## src/rtl/sr_guard_pkg.sv

```systemverilog
package sr_guard_pkg;
    typedef enum logic [1:0] {
        ST_IDLE   = 2'd0,
        ST_OPCODE = 2'd1,
        ST_DATA   = 2'd2,
        ST_TAIL   = 2'd3
    } frame_state_e;

    localparam int          BYTE_W    = 8;
    localparam int          BP_W      = 2;
    localparam logic [7:0]  OP_ARM    = 8'h50;
    localparam logic [7:0]  OP_WRITE  = 8'h01;
    localparam int          POS_LOCK  = 7;
    localparam int          POS_BP_HI = 3;
    localparam int          POS_BP_LO = 2;
endpackage

```

## src/rtl/sr_input_sync.sv

```systemverilog
module sr_input_sync #(
    parameter int               STAGES    = 2,
    parameter int               WIDTH     = 4,
    parameter logic [WIDTH-1:0] RESET_VAL = '1
) (
    input  logic             clk,
    input  logic             rst_n,
    input  logic [WIDTH-1:0] d,
    output logic [WIDTH-1:0] q
);
    logic [WIDTH-1:0] stage_q [STAGES];

    for (genvar g = 0; g < STAGES; g++) begin : g_stage
        if (g == 0) begin : g_first
            always_ff @(posedge clk or negedge rst_n) begin
                if (!rst_n) stage_q[g] <= RESET_VAL;
                else        stage_q[g] <= d;
            end
        end else begin : g_next
            always_ff @(posedge clk or negedge rst_n) begin
                if (!rst_n) stage_q[g] <= RESET_VAL;
                else        stage_q[g] <= stage_q[g-1];
            end
        end
    end

    assign q = stage_q[STAGES-1];
endmodule

```

## src/rtl/sr_edge_detect.sv

```systemverilog
module sr_edge_detect #(
    parameter logic IDLE_VAL = 1'b1
) (
    input  logic clk,
    input  logic rst_n,
    input  logic sig,
    output logic rise,
    output logic fall
);
    logic prev_q;

    always_ff @(posedge clk or negedge rst_n) begin
        if (!rst_n) prev_q <= IDLE_VAL;
        else        prev_q <= sig;
    end

    assign rise = sig & ~prev_q;
    assign fall = ~sig & prev_q;
endmodule

```

## src/rtl/sr_byte_shifter.sv

```systemverilog
module sr_byte_shifter #(
    parameter int BYTE_W = 8
) (
    input  logic              clk,
    input  logic              rst_n,
    input  logic              clear,
    input  logic              shift_en,
    input  logic              bit_in,
    output logic [BYTE_W-1:0] byte_o,
    output logic              byte_done
);
    localparam int CNT_W = $clog2(BYTE_W);
    localparam logic [CNT_W-1:0] LAST = CNT_W'(BYTE_W - 1);

    logic [CNT_W-1:0]  cnt_q;
    logic [BYTE_W-1:0] shreg_q;
    logic              done_q;

    always_ff @(posedge clk or negedge rst_n) begin
        if (!rst_n) begin
            cnt_q   <= '0;
            shreg_q <= '0;
            done_q  <= 1'b0;
        end else if (clear) begin
            cnt_q  <= '0;
            done_q <= 1'b0;
        end else begin
            done_q <= shift_en && (cnt_q == LAST);
            if (shift_en) begin
                shreg_q <= {shreg_q[BYTE_W-2:0], bit_in};
                cnt_q   <= (cnt_q == LAST) ? '0 : cnt_q + 1'b1;
            end
        end
    end

    assign byte_o    = shreg_q;
    assign byte_done = done_q;


    done_after_shift_chk: assert property (@(posedge clk) disable iff (!rst_n)
        byte_done |-> $past(shift_en));
endmodule

```

## src/rtl/sr_status_guard.sv

```systemverilog
module sr_status_guard
    import sr_guard_pkg::*;
#(
    parameter int             SYNC_STAGES = 2,
    parameter logic [BP_W-1:0] BP_RESET   = 2'b11
) (
    input  logic            clk,
    input  logic            rst_n,
    input  logic            sck_i,
    input  logic            cs_n_i,
    input  logic            si_i,
    input  logic            wp_n_i,
    output logic [BP_W-1:0] bp_o,
    output logic            bpl_o
);
    logic s_sck, s_cs_n, s_si, s_wp_n;
    logic cs_rise, cs_fall, sck_rise, sck_fall_unused;
    logic [BYTE_W-1:0] rx_byte;
    logic              rx_done;

    frame_state_e state_q, state_d;
    logic [BYTE_W-1:0] opcode_q;
    logic              new_lock_q;
    logic [BP_W-1:0]   new_bp_q;
    logic              arm_q;
    logic              bpl_q;
    logic [BP_W-1:0]   bp_q;

    sr_input_sync #(.STAGES(SYNC_STAGES), .WIDTH(4), .RESET_VAL(4'b1111)) u_sync (
        .clk   (clk),
        .rst_n (rst_n),
        .d     ({sck_i, cs_n_i, si_i, wp_n_i}),
        .q     ({s_sck, s_cs_n, s_si, s_wp_n})
    );

    sr_edge_detect #(.IDLE_VAL(1'b1)) u_cs_edge (
        .clk (clk), .rst_n (rst_n), .sig (s_cs_n),
        .rise (cs_rise), .fall (cs_fall)
    );

    sr_edge_detect #(.IDLE_VAL(1'b1)) u_sck_edge (
        .clk (clk), .rst_n (rst_n), .sig (s_sck),
        .rise (sck_rise), .fall (sck_fall_unused)
    );

    sr_byte_shifter #(.BYTE_W(BYTE_W)) u_shift (
        .clk       (clk),
        .rst_n     (rst_n),
        .clear     (cs_fall),
        .shift_en  (sck_rise && !s_cs_n),
        .bit_in    (s_si),
        .byte_o    (rx_byte),
        .byte_done (rx_done)
    );

    // Frame evaluation at chip-select rise
    logic op_complete, wr_frame, wr_blocked, wr_commit;
    assign op_complete = cs_rise && (state_q == ST_DATA || state_q == ST_TAIL);
    assign wr_frame    = op_complete && (opcode_q == OP_WRITE);
    assign wr_blocked  = !s_wp_n && bpl_q;
    assign wr_commit   = wr_frame && (state_q == ST_TAIL) && arm_q && !wr_blocked;

    // State register
    always_ff @(posedge clk or negedge rst_n) begin
        if (!rst_n) state_q <= ST_IDLE;
        else        state_q <= state_d;
    end

    // Next-state logic
    always_comb begin
        state_d = state_q;
        unique case (state_q)
            ST_IDLE:   if (cs_fall) state_d = ST_OPCODE;
            ST_OPCODE: begin
                if (cs_rise)      state_d = ST_IDLE;
                else if (rx_done) state_d = (rx_byte == OP_WRITE) ? ST_DATA : ST_TAIL;
            end
            ST_DATA: begin
                if (cs_rise)      state_d = ST_IDLE;
                else if (rx_done) state_d = ST_TAIL;
            end
            ST_TAIL:   if (cs_rise) state_d = ST_IDLE;
            default:   state_d = ST_IDLE;
        endcase
    end

    // Captured fields, arm and status outputs
    always_ff @(posedge clk or negedge rst_n) begin
        if (!rst_n) begin
            opcode_q   <= '0;
            new_lock_q <= 1'b0;
            new_bp_q   <= '0;
            arm_q      <= 1'b0;
            bpl_q      <= 1'b0;
            bp_q       <= BP_RESET;
        end else begin
            if (state_q == ST_OPCODE && rx_done && !cs_rise)
                opcode_q <= rx_byte;
            if (state_q == ST_DATA && rx_done && !cs_rise) begin
                new_lock_q <= rx_byte[POS_LOCK];
                new_bp_q   <= {rx_byte[POS_BP_HI], rx_byte[POS_BP_LO]};
            end
            if (op_complete)
                arm_q <= (opcode_q == OP_ARM);
            if (wr_commit) begin
                bpl_q <= new_lock_q;
                bp_q  <= new_bp_q;
            end
        end
    end

    assign bp_o  = bp_q;
    assign bpl_o = bpl_q;


    lock_hold_chk: assert property (@(posedge clk) disable iff (!rst_n)
        (bpl_q && !s_wp_n) |=> (bpl_q && $stable(bp_q)));


    commit_edge_chk: assert property (@(posedge clk) disable iff (!rst_n)
        !cs_rise |=> ($stable(bpl_q) && $stable(bp_q)));


    arm_source_chk: assert property (@(posedge clk) disable iff (!rst_n)
        $rose(arm_q) |-> $past(cs_rise && opcode_q == OP_ARM));


    write_needs_arm_chk: assert property (@(posedge clk) disable iff (!rst_n)
        (cs_rise && !arm_q) |=> ($stable(bpl_q) && $stable(bp_q)));


    idle_deselected_chk: assert property (@(posedge clk) disable iff (!rst_n)
        (s_cs_n && !cs_rise) |-> (state_q == ST_IDLE));
endmodule

```

## config.mk

```make
export PLATFORM = sky130hd
export DESIGN_NAME = sr_status_guard
export DESIGN_NICKNAME = d
export VERILOG_FILES = /design/src/rtl/sr_guard_pkg.sv /design/src/rtl/sr_input_sync.sv /design/src/rtl/sr_edge_detect.sv /design/src/rtl/sr_byte_shifter.sv /design/src/rtl/sr_status_guard.sv
export SDC_FILE = /design/constraint.sdc
export NUM_CORES = 1
export LEC_CHECK = 0
export ABC_AREA = 1
export BUFFER_PORTS_ARGS = -buffer_cell sky130_fd_sc_hd__buf_2
export CORE_ASPECT_RATIO = 0.5
export CORE_UTILIZATION = 60
export CTS_BUF_LIST = sky130_fd_sc_hd__clkbuf_4
export DETAILED_ROUTE_END_ITERATION = 6
export GPL_TIMING_DRIVEN = 0
export PLACE_DENSITY = 0.79
export SYNTH_ARGS = -nofsm -noshare
export SYNTH_HDL_FRONTEND = slang
export SYNTH_SLANG_ARGS = --single-unit
```

## constraint.sdc

```tcl
create_clock -name clk -period 1.9 [get_ports clk]
set_input_delay 0.19 -clock clk [delete_from_list [all_inputs] [get_ports clk]]
set_output_delay 0.19 -clock clk [all_outputs]
set_load 0.02 [all_outputs]
```

Word-level counts from Yosys, hierarchy flattened
Index checks and enable logic that the tools add are counted.

cells by class
  add/sub/neg operators = 1
  eq/ne operators = 11
  multiplexer cells = 12
  bitwise gates (word level) = 7
  reduce and logical (&&, ||, !) cells = 21

operators with widths
  kind                                            count
  == test 8 x 1 -> 1 bit (second input constant)  2
  logical AND 1 bit                               12
  2-to-1 mux 2 bit                                6
  2-to-1 mux 3 bit                                3
  == test 8 x 7 -> 1 bit (second input constant)  1
  one-hot mux 2 bit (4 select lines)              1
  != test 3 x 2 -> 1 bit (second input constant)  2
  == test 2 bit (second input constant)           2
  zero test 1 bit                                 4
  != test 2 bit (second input constant)           2
  NOT 1 bit                                       4
  AND reduction 4 bit                             1
  adder 3 x 1 -> 3 bit (second input constant)    1
  bitwise AND 1 bit                               3
  == test 3 bit (second input constant)           1
  == test 2 x 1 -> 1 bit (second input constant)  1
  zero test 2 bit                                 1
  2-to-1 mux 1 bit                                2
  AND reduction 2 bit                             1
  nonzero test 2 bit                              1
  logical OR 1 bit                                1

word-level totals
  register bits = 39
  input port bits = 6
  output and inout port bits = 3
  word-level logic and storage cells = 66

Depth between registers and ports, before layout
Gate-level depths: netlist (run 1).

  word-level depth = 7
  gate-level depth with buffers = 8
  depth with buffers taken out = 8

By module
From an unflattened synthesis (run 1), not the netlist that was laid out.

unflattened totals
  cell total of the unflattened synthesis = 188
  area total of the unflattened synthesis = 1752.9 um^2

modules (own cells, without submodules)
  module           times used  cells each  area each (um^2)
  sr_status_guard  1           109         908.4
  sr_byte_shifter  1           57          521.8
  sr_input_sync    1           12          240.2
  sr_edge_detect   2           5           41.3

Worst setup path after synthesis (run 1)
No wires, ideal clock.

  path kind = reg-to-reg
  start = register u_sync.stage_q (netlist bit u_sync.q[2])
  end = register opcode_q[5]
  library setup time = 0.074 ns
  arrival = 1.157 ns
  required time = 1.826 ns
  setup slack = 0.669 ns
  stages on the path, launching flop included = 8
  buffers on the path = 1
  period minus slack after synthesis = 1.231 ns
  cells stage by stage = dfstp_2 -> inv_1 -> nor2_1 -> nor2_4 -> nand2_4 -> buf_6 -> nand2_2 -> o21ai_2

on the way
  word-level cells in the longest chain between the ends = 3

ends and longest elaborated chain
  what                             RTL line               text
  start, declared                  sr_input_sync.sv:11    logic [WIDTH-1:0] stage_q [STAGES];
  start signal, assigned by index  sr_input_sync.sv:22    else stage_q[g] <= stage_q[g-1];
  bitwise AND 1 bit                sr_edge_detect.sv:17   assign rise = sig & ~prev_q;
  zero test 1 bit                  sr_status_guard.sv:97  if (state_q == ST_OPCODE && rx_done && !cs_rise)
  logical AND 1 bit                sr_status_guard.sv:97
  end signal, assigned             sr_status_guard.sv:98  opcode_q <= rx_byte;
  end, declared                    sr_status_guard.sv:22  logic [BYTE_W-1:0] opcode_q;

Every way passes these cells.
A chain may end at the register's enable or synchronous reset.

Final worst setup path (run 1)
  start = register u_sync.stage_q (netlist bit u_sync.q[2])
  end = register opcode_q[6]

Same word-level chain as after synthesis.

==> results of run 1 <==
-- cell usage after synthesis, types with 2 or more instances --
library cell / n
nor2_2: 2
dfstp_2: 12
nand3_1: 10
nor2_4: 2
dfrtp_1: 27
inv_1: 14
o21ai_2: 8
nor2_1: 13
ha_1: 2
nand3_2: 2
o21ai_0: 2
o21ai_1: 10
inv_2: 4
nand2_1: 49
nand4_1: 3
nand2_2: 2
-- where the power goes --
| part | total (mW) | switching (mW) | internal [mW] |
|---|---|---|---|
| combinational | 0.316 | 0.200 | 0.115 |
| clock | 0.421 | 0.248 | 0.173 |
| sequential | 0.966 | 0.0650 | 0.901 |
-- area by class of cell --
cell class	instances	area, um2	area share
well taps	35	43.8	0.0239
flip-flops and latches	39	991	0.541
inverters	18	67.6	0.0369
repair buffers	13	90.1	0.0492
multi-input cells	110	566	0.309
clock inverters	1	5.00	0.00273
plain buffers	2	16.3	0.00888
clock buffers	7	52.6	0.0287
-- worst paths after layout --
check | start | endpoint | slack, ns | depth (start not counted)
min in group asynchronous | rst_n | opcode_q[3] | 0.47 | 2
setup reg to reg | u_sync.q[2] | opcode_q[6] | 0.57 | 7
hold reg to reg | u_sync.stage_q[7] | u_sync.q[3] | 0.36 | 0
setup / recovery | u_sync.q[2] | opcode_q[6] | 0.57 | 7
hold / removal | u_sync.stage_q[7] | u_sync.q[3] | 0.36 | 0
max in group asynchronous | rst_n | u_shift.cnt_q[2] | 0.89 | 2
-- per-stage QoR --
step,instances,instance area [um2],hold WS [ns],power (mW)
floorplan,169,1640,-0.106,1.21
global placement,212,1720,0.295,1.27
detailed placement,212,1720,0.297,1.29
CTS,225,1830,0.363,1.72
global route,225,1830,0.365,1.80
finish,225,1830,0.361,1.70
-- placed cells by master (no fill, tap or decap), drive strengths merged, types with 2 or more instances in the layout --
master       instances
nand2               52
dfrtp               27
o21ai               20
inv                 18
nor2                17
dfstp               12
nand3               12
buf                 10
clkbuf               7
dlygate4sd3          5
nand4                3
ha                   2
-- metal layers --
layer	track usage	vias to the layer above	wire length, um
met5	0	-	0
met4	0.0913	0	0
met3	0.0776	0	99
met2	0.368	18	1200
met1	0.284	533	1400
li1	-	578	-
-- timing repair --
item | 4_1_cts | 5_1_grt
hold buffers | 5 | 0
hold endpoints to repair | 31 | 0
setup endpoints to repair | 0 | 0
gates resized for setup | 0 | 0
buffers inserted | 0 | 0
-- state kept, by name (all words and copies together), names as in the netlist, 2 cells and up --
| name | cells |
|---|---|
| u_shift.byte_o | 8 |
| u_shift.cnt_q | 3 |
| u_sync.q | 4 |
| state_q | 2 |
| opcode_q | 8 |
| new_bp_q | 2 |
| bp_o | 2 |
| u_sync.stage_q | 4 |
-- cell families (layout without fill, tap and decap cells) --
family	after synthesis	count (layout)	synth area share
AOI/OAI and AO/OA	23	23	0.0938
DFF	39	39	0.604
buffers and inverters	20	41	0.0511
and+or+nand+nor	85	85	0.236
adders and majority gates	2	2	0.0153
==> impl_metrics.csv, run 1 <==
group,metric,value,unit
global_routing,grt_max_degree,40,
placed_design,gp_congestion,0.817,
clock_tree,clk_path_buf_depth,2,
sta,finalHoldViolCount,0,
logic_synthesis,synth_cell_types,23,
sta,finalMaxSlewViolations,0,
clock_tree,cts_htree_levels,2,
floorplanning,fp.coreArea,2390,um2
placed_design,portBuffers,8,
placed_design,dp_worst_setup_slack,0.563,ns
routing,drt.antenna.violating_nets,0,
logic_synthesis,synth.area.top_cells,"dfrtp_1, dfstp_2, nand2_1",
power_and_ir_drop,leakage,0.881,nW
logic_synthesis,syn_inst,169,
floorplanning,io_pins,9,
sta,max_freq,750,MHz
global_routing,grt_pass1_wl,4650,um
floorplanning,die_x,75.9,um
critical_path,path_class,"register to register",
clock_tree,numCtsBuffers,5,
global_routing,grtUsageTotal,0.225,
routing,drc,0,
critical_path,end_kind,"register",
routing,drt-initial-drc-count,62,
routing,viasPerCell,5.02,
layout,layout-drive-gt1-share,0.268,
critical_path,cp_top_family,"flip-flops",
logic_synthesis,synth-seq-cells,39,
layout,fillerInstances,163,
routing,routedWlPerCell,12.0,um
critical_path,path_cells,"inv_1 > nor2_1 > nor2_4 > nand2_4 > buf_6 > nand2_2 > o21ai_2",
logic_synthesis,syn_nets,177,
global_routing,grt_remaining_overflow,0,
logic_synthesis,yosysTopAreaCell,"dfrtp_1",
logic_synthesis,synth.avg_cell_area,9.71,um2
flow_run,cap_violations,0,
outcome,status,"completed",
sta,slew_headroom,0.445,
floorplanning,initial_core_util,0.687,
power_and_ir_drop,ir_drop,0.000673,V
routing,routed_wl,2700,um
critical_path,crit_path_top_delay_cell,"dfstp_2",
layout,syn_to_final_growth,11.7,%
critical_path,crit_arrival,1.61,ns
clock_tree,path_clk_slew,0.12,ns
layout,finalNetCount,197,
logic_synthesis,synthFlopType,"dfrtp_1",
sta,rsz0062_at_grt,"no",
sta,setup_violations,0,
logic_synthesis,synthArstFlopShare,1.00,
logic_synthesis,synth_warnings,0,
sta,fin_tns_setup,0,ns
global_routing,antenna_found_initial,0,
clock_tree,cts_tree,"yes",
clock_tree,cts_root_buffer,"clkbuf_4",
sta,worst_slack,0.567,ns
layout,final_util,0.767,
critical_path,worstSetupStartpointType,"register",
sta,worst_pin_slew,0.833,ns
critical_path,path_max_fanout,10,
logic_synthesis,synth_top_area_share,0.412,
layout,diodes,0,
sta,fin_crit_sh,0.702,
floorplanning,die_area,2960,um2
worst_hold_path,holdCritPathClass,"register to register",
sta,clock_skew,0.0155,ns
critical_path,cp_slowest_stage_delay,0.59,ns
floorplanning,rows,12,
power_and_ir_drop,power_density,929,nW/um2
global_routing,grt_pass1_vias,1035,
logic_synthesis,synth_enable_flop_cells,0,
clock_tree,cts.sinks,39,
floorplanning,die_y,39.0,um
clock_tree,clk_latency,0.34,ns
critical_path,required,2.18,ns
critical_path,cp_num_buf_inv,2,
logic_synthesis,syn-cell-area,1640,um2
logic_synthesis,ys_seq_area_frac,0.604,
routing,route.vias.total,1129,
routing,firstDrtPassIters,5,
sta,period_needed,1.33,ns
placed_design,hpwl,1880,um
Power figures use the tool's default switching activity.
==> inputs of run 2 (changes only) <==
==> constraint.sdc (replaced) <==
create_clock -name clk -period 1.3 [get_ports clk]
set_input_delay 0.13 -clock clk [delete_from_list [all_inputs] [get_ports clk]]
set_output_delay 0.13 -clock clk [all_outputs]
set_load 0.02 [all_outputs]
==> impl_metrics.csv, run 2 (synthesis gave the netlist of run 1 again) <==
group,metric,value,unit
global_routing,grt_remaining_overflow,0,
floorplanning,fp.coreArea,2390,um2
clock_tree,cts_htree_levels,2,
routing,routedWlPerCell,12.8,um
critical_path,cp_top_family,"flip-flops",
layout,fillerInstances,159,
floorplanning,die_y,39.0,um
critical_path,worstSetupStartpointType,"register",
layout,final_util,0.793,
clock_tree,cts.sinks,39,
critical_path,crit_arrival,1.53,ns
floorplanning,die_area,2960,um2
sta,finalHoldViolCount,0,
layout,layoutNonFillerInstCount,227,
placed_design,dpl.cell_count,212,
floorplanning,rows,12,
critical_path,path_class,"register to register",
layout,finalNetCount,199,
clock_tree,clk_latency,0.34,ns
sta,clock_skew,0.0128,ns
global_routing,grt_pass1_wl,4650,um
placed_design,placed_cell_area,1720,um2
sta,max_freq,765,MHz
worst_hold_path,holdCritPathClass,"register to register",
sta,whs,0.362,ns
critical_path,cp_slowest_stage_delay,0.59,ns
power_and_ir_drop,intPower,1.75,mW
floorplanning,initial_core_util,0.687,
critical_path,cp_num_buf_inv,1,
layout,diodes,0,
critical_path,required,1.53,ns
floorplanning,die_x,75.9,um
routing,viasPerCell,5.12,
global_routing,antenna_found_initial,0,
layout,design_area,1890,um2
critical_path,crit_top_cell,"nand2_1",
sta,setup_violations,1,
outcome,violations,"setup timing",
layout,syn_to_final_growth,15.4,%
outcome,status,"complete, but fails checks",
critical_path,path_cells,"inv_1 > nand2_1 > nand3_1 > nand2_1 > nor2_1 > nand2_1 > nand2_1",
critical_path,end_kind,"register",
floorplanning,io_pins,9,
global_routing,grt_pass1_vias,1035,
power_and_ir_drop,p_clk_frac,0.245,
routing,routed_wl,2910,um
clock_tree,numCtsBuffers,5,
placed_design,dp_worst_setup_slack,-0.0374,ns
critical_path,path_max_fanout,5,
power_and_ir_drop,sw_frac_of_total,0.312,
sta,rsz0062_at_grt,"yes",
power_and_ir_drop,leakage,0.904,nW
power_and_ir_drop,ir_drop,0.000986,V
power_and_ir_drop,finalPower,2.54,mW
placed_design,gp_congestion,0.817,
routing,route.vias.total,1162,
sta,slew_headroom,0.444,
flow_run,cap_violations,0,
sta,fin_crit_sh,1.01,
placed_design,hpwl,1880,um
clock_tree,cts_root_buffer,"clkbuf_4",
sta,worst_pin_slew,0.834,ns
critical_path,crit_path_top_delay_cell,"dfstp_2",
global_routing,grtUsageTotal,0.225,
clock_tree,path_clk_slew,0.10,ns
clock_tree,cts_tree,"yes",
placed_design,portBuffers,8,
layout,final_common_cell,"nand2_1",
sta,worst_slack,-0.00689,ns
critical_path,rrSetupSlack,-0.007,ns
routing,drt-initial-drc-count,91,
routing,drt.antenna.violating_nets,0,
layout,layout_common_cells,"nand2_1, dfrtp_1, inv_1, dfstp_2, nor2_1",
sta,finalMaxSlewViolations,0,
global_routing,grt_max_degree,40,
clock_tree,clk_path_buf_depth,2,
power_and_ir_drop,power_density,1340,nW/um2
sta,period_needed,1.31,ns
power_and_ir_drop,p_comb_frac,0.197,
power_and_ir_drop,power_frac_seq,0.558,
power_and_ir_drop,p_switching,793,uW
routing,firstDrtPassIters,4,
routing,drc,0,
layout,layout-drive-gt1-share,0.302,
sta,fin_tns_setup,-0.00689,ns
run 2: cell types whose count changed in the layout (fill, tap and decap cells not counted), sizes merged:
cell	previous run	this run
buf	10	11
clkbuf	7	8
run 2: final timing paths:
path	startpoint	to	cells past startpoint
setup / recovery	u_sync.q[2]	state_q[0]	7
hold / removal	u_sync.stage_q[6]	u_sync.q[2]	0
setup reg to reg	u_sync.q[2]	state_q[0]	7
hold reg to reg	u_sync.stage_q[6]	u_sync.q[2]	0
max in group asynchronous	rst_n	state_q[0]	2
min in group asynchronous	rst_n	opcode_q[3]	2
run 2: final cells by class:
| cell class | instances | area (um2) | share of cell area |
|---|---|---|---|
| Clock buffer | 7 | 52.6 | 0.0278 |
| Inverter | 18 | 67.6 | 0.0357 |
| Tap cell | 35 | 43.8 | 0.0231 |
| Multi-Input combinational cell | 110 | 581 | 0.307 |
| Buffer | 2 | 27.5 | 0.0145 |
| Timing Repair Buffer | 15 | 123 | 0.0648 |
| Clock inverter | 1 | 5.00 | 0.00264 |
| Sequential cell | 39 | 993 | 0.525 |
run 2: power by group through the flow:
stage | combinational, mW | clock (mW) | sequential [mW]
floorplan | 0.353 | 0 | 1.41
global placement | 0.434 | 0 | 1.43
detailed placement | 0.452 | 0 | 1.43
CTS | 0.466 | 0.641 | 1.41
global route | 0.568 | 0.676 | 1.43
finish | 0.501 | 0.622 | 1.42
run 2: routing by layer:
layer	share of wire	global-route usage	wire length, um
met4	0.0065	0.0913	19
met2	0.45	0.368	1300
met5	0	0	0
met3	0.042	0.0776	121
met1	0.50	0.284	1470
run 2: worst register-to-register path, stage by stage, from the launching register on:
cell,delay (ns)
dfstp_2,0.59
inv_1,0.08
nand2_1,0.14
nand3_1,0.10
nand2_1,0.12
nor2_1,0.06
nand2_1,0.06
nand2_1,0.05
run 2: timing repair:
item	4_1_cts	5_1_grt
hold buffers	5	0
endpoints found under the hold margin	31	0
endpoints found under the setup margin	9	23
gates resized for setup	3	7
pin swaps	0	1
gates cloned	0	1
setup buffers	0	1
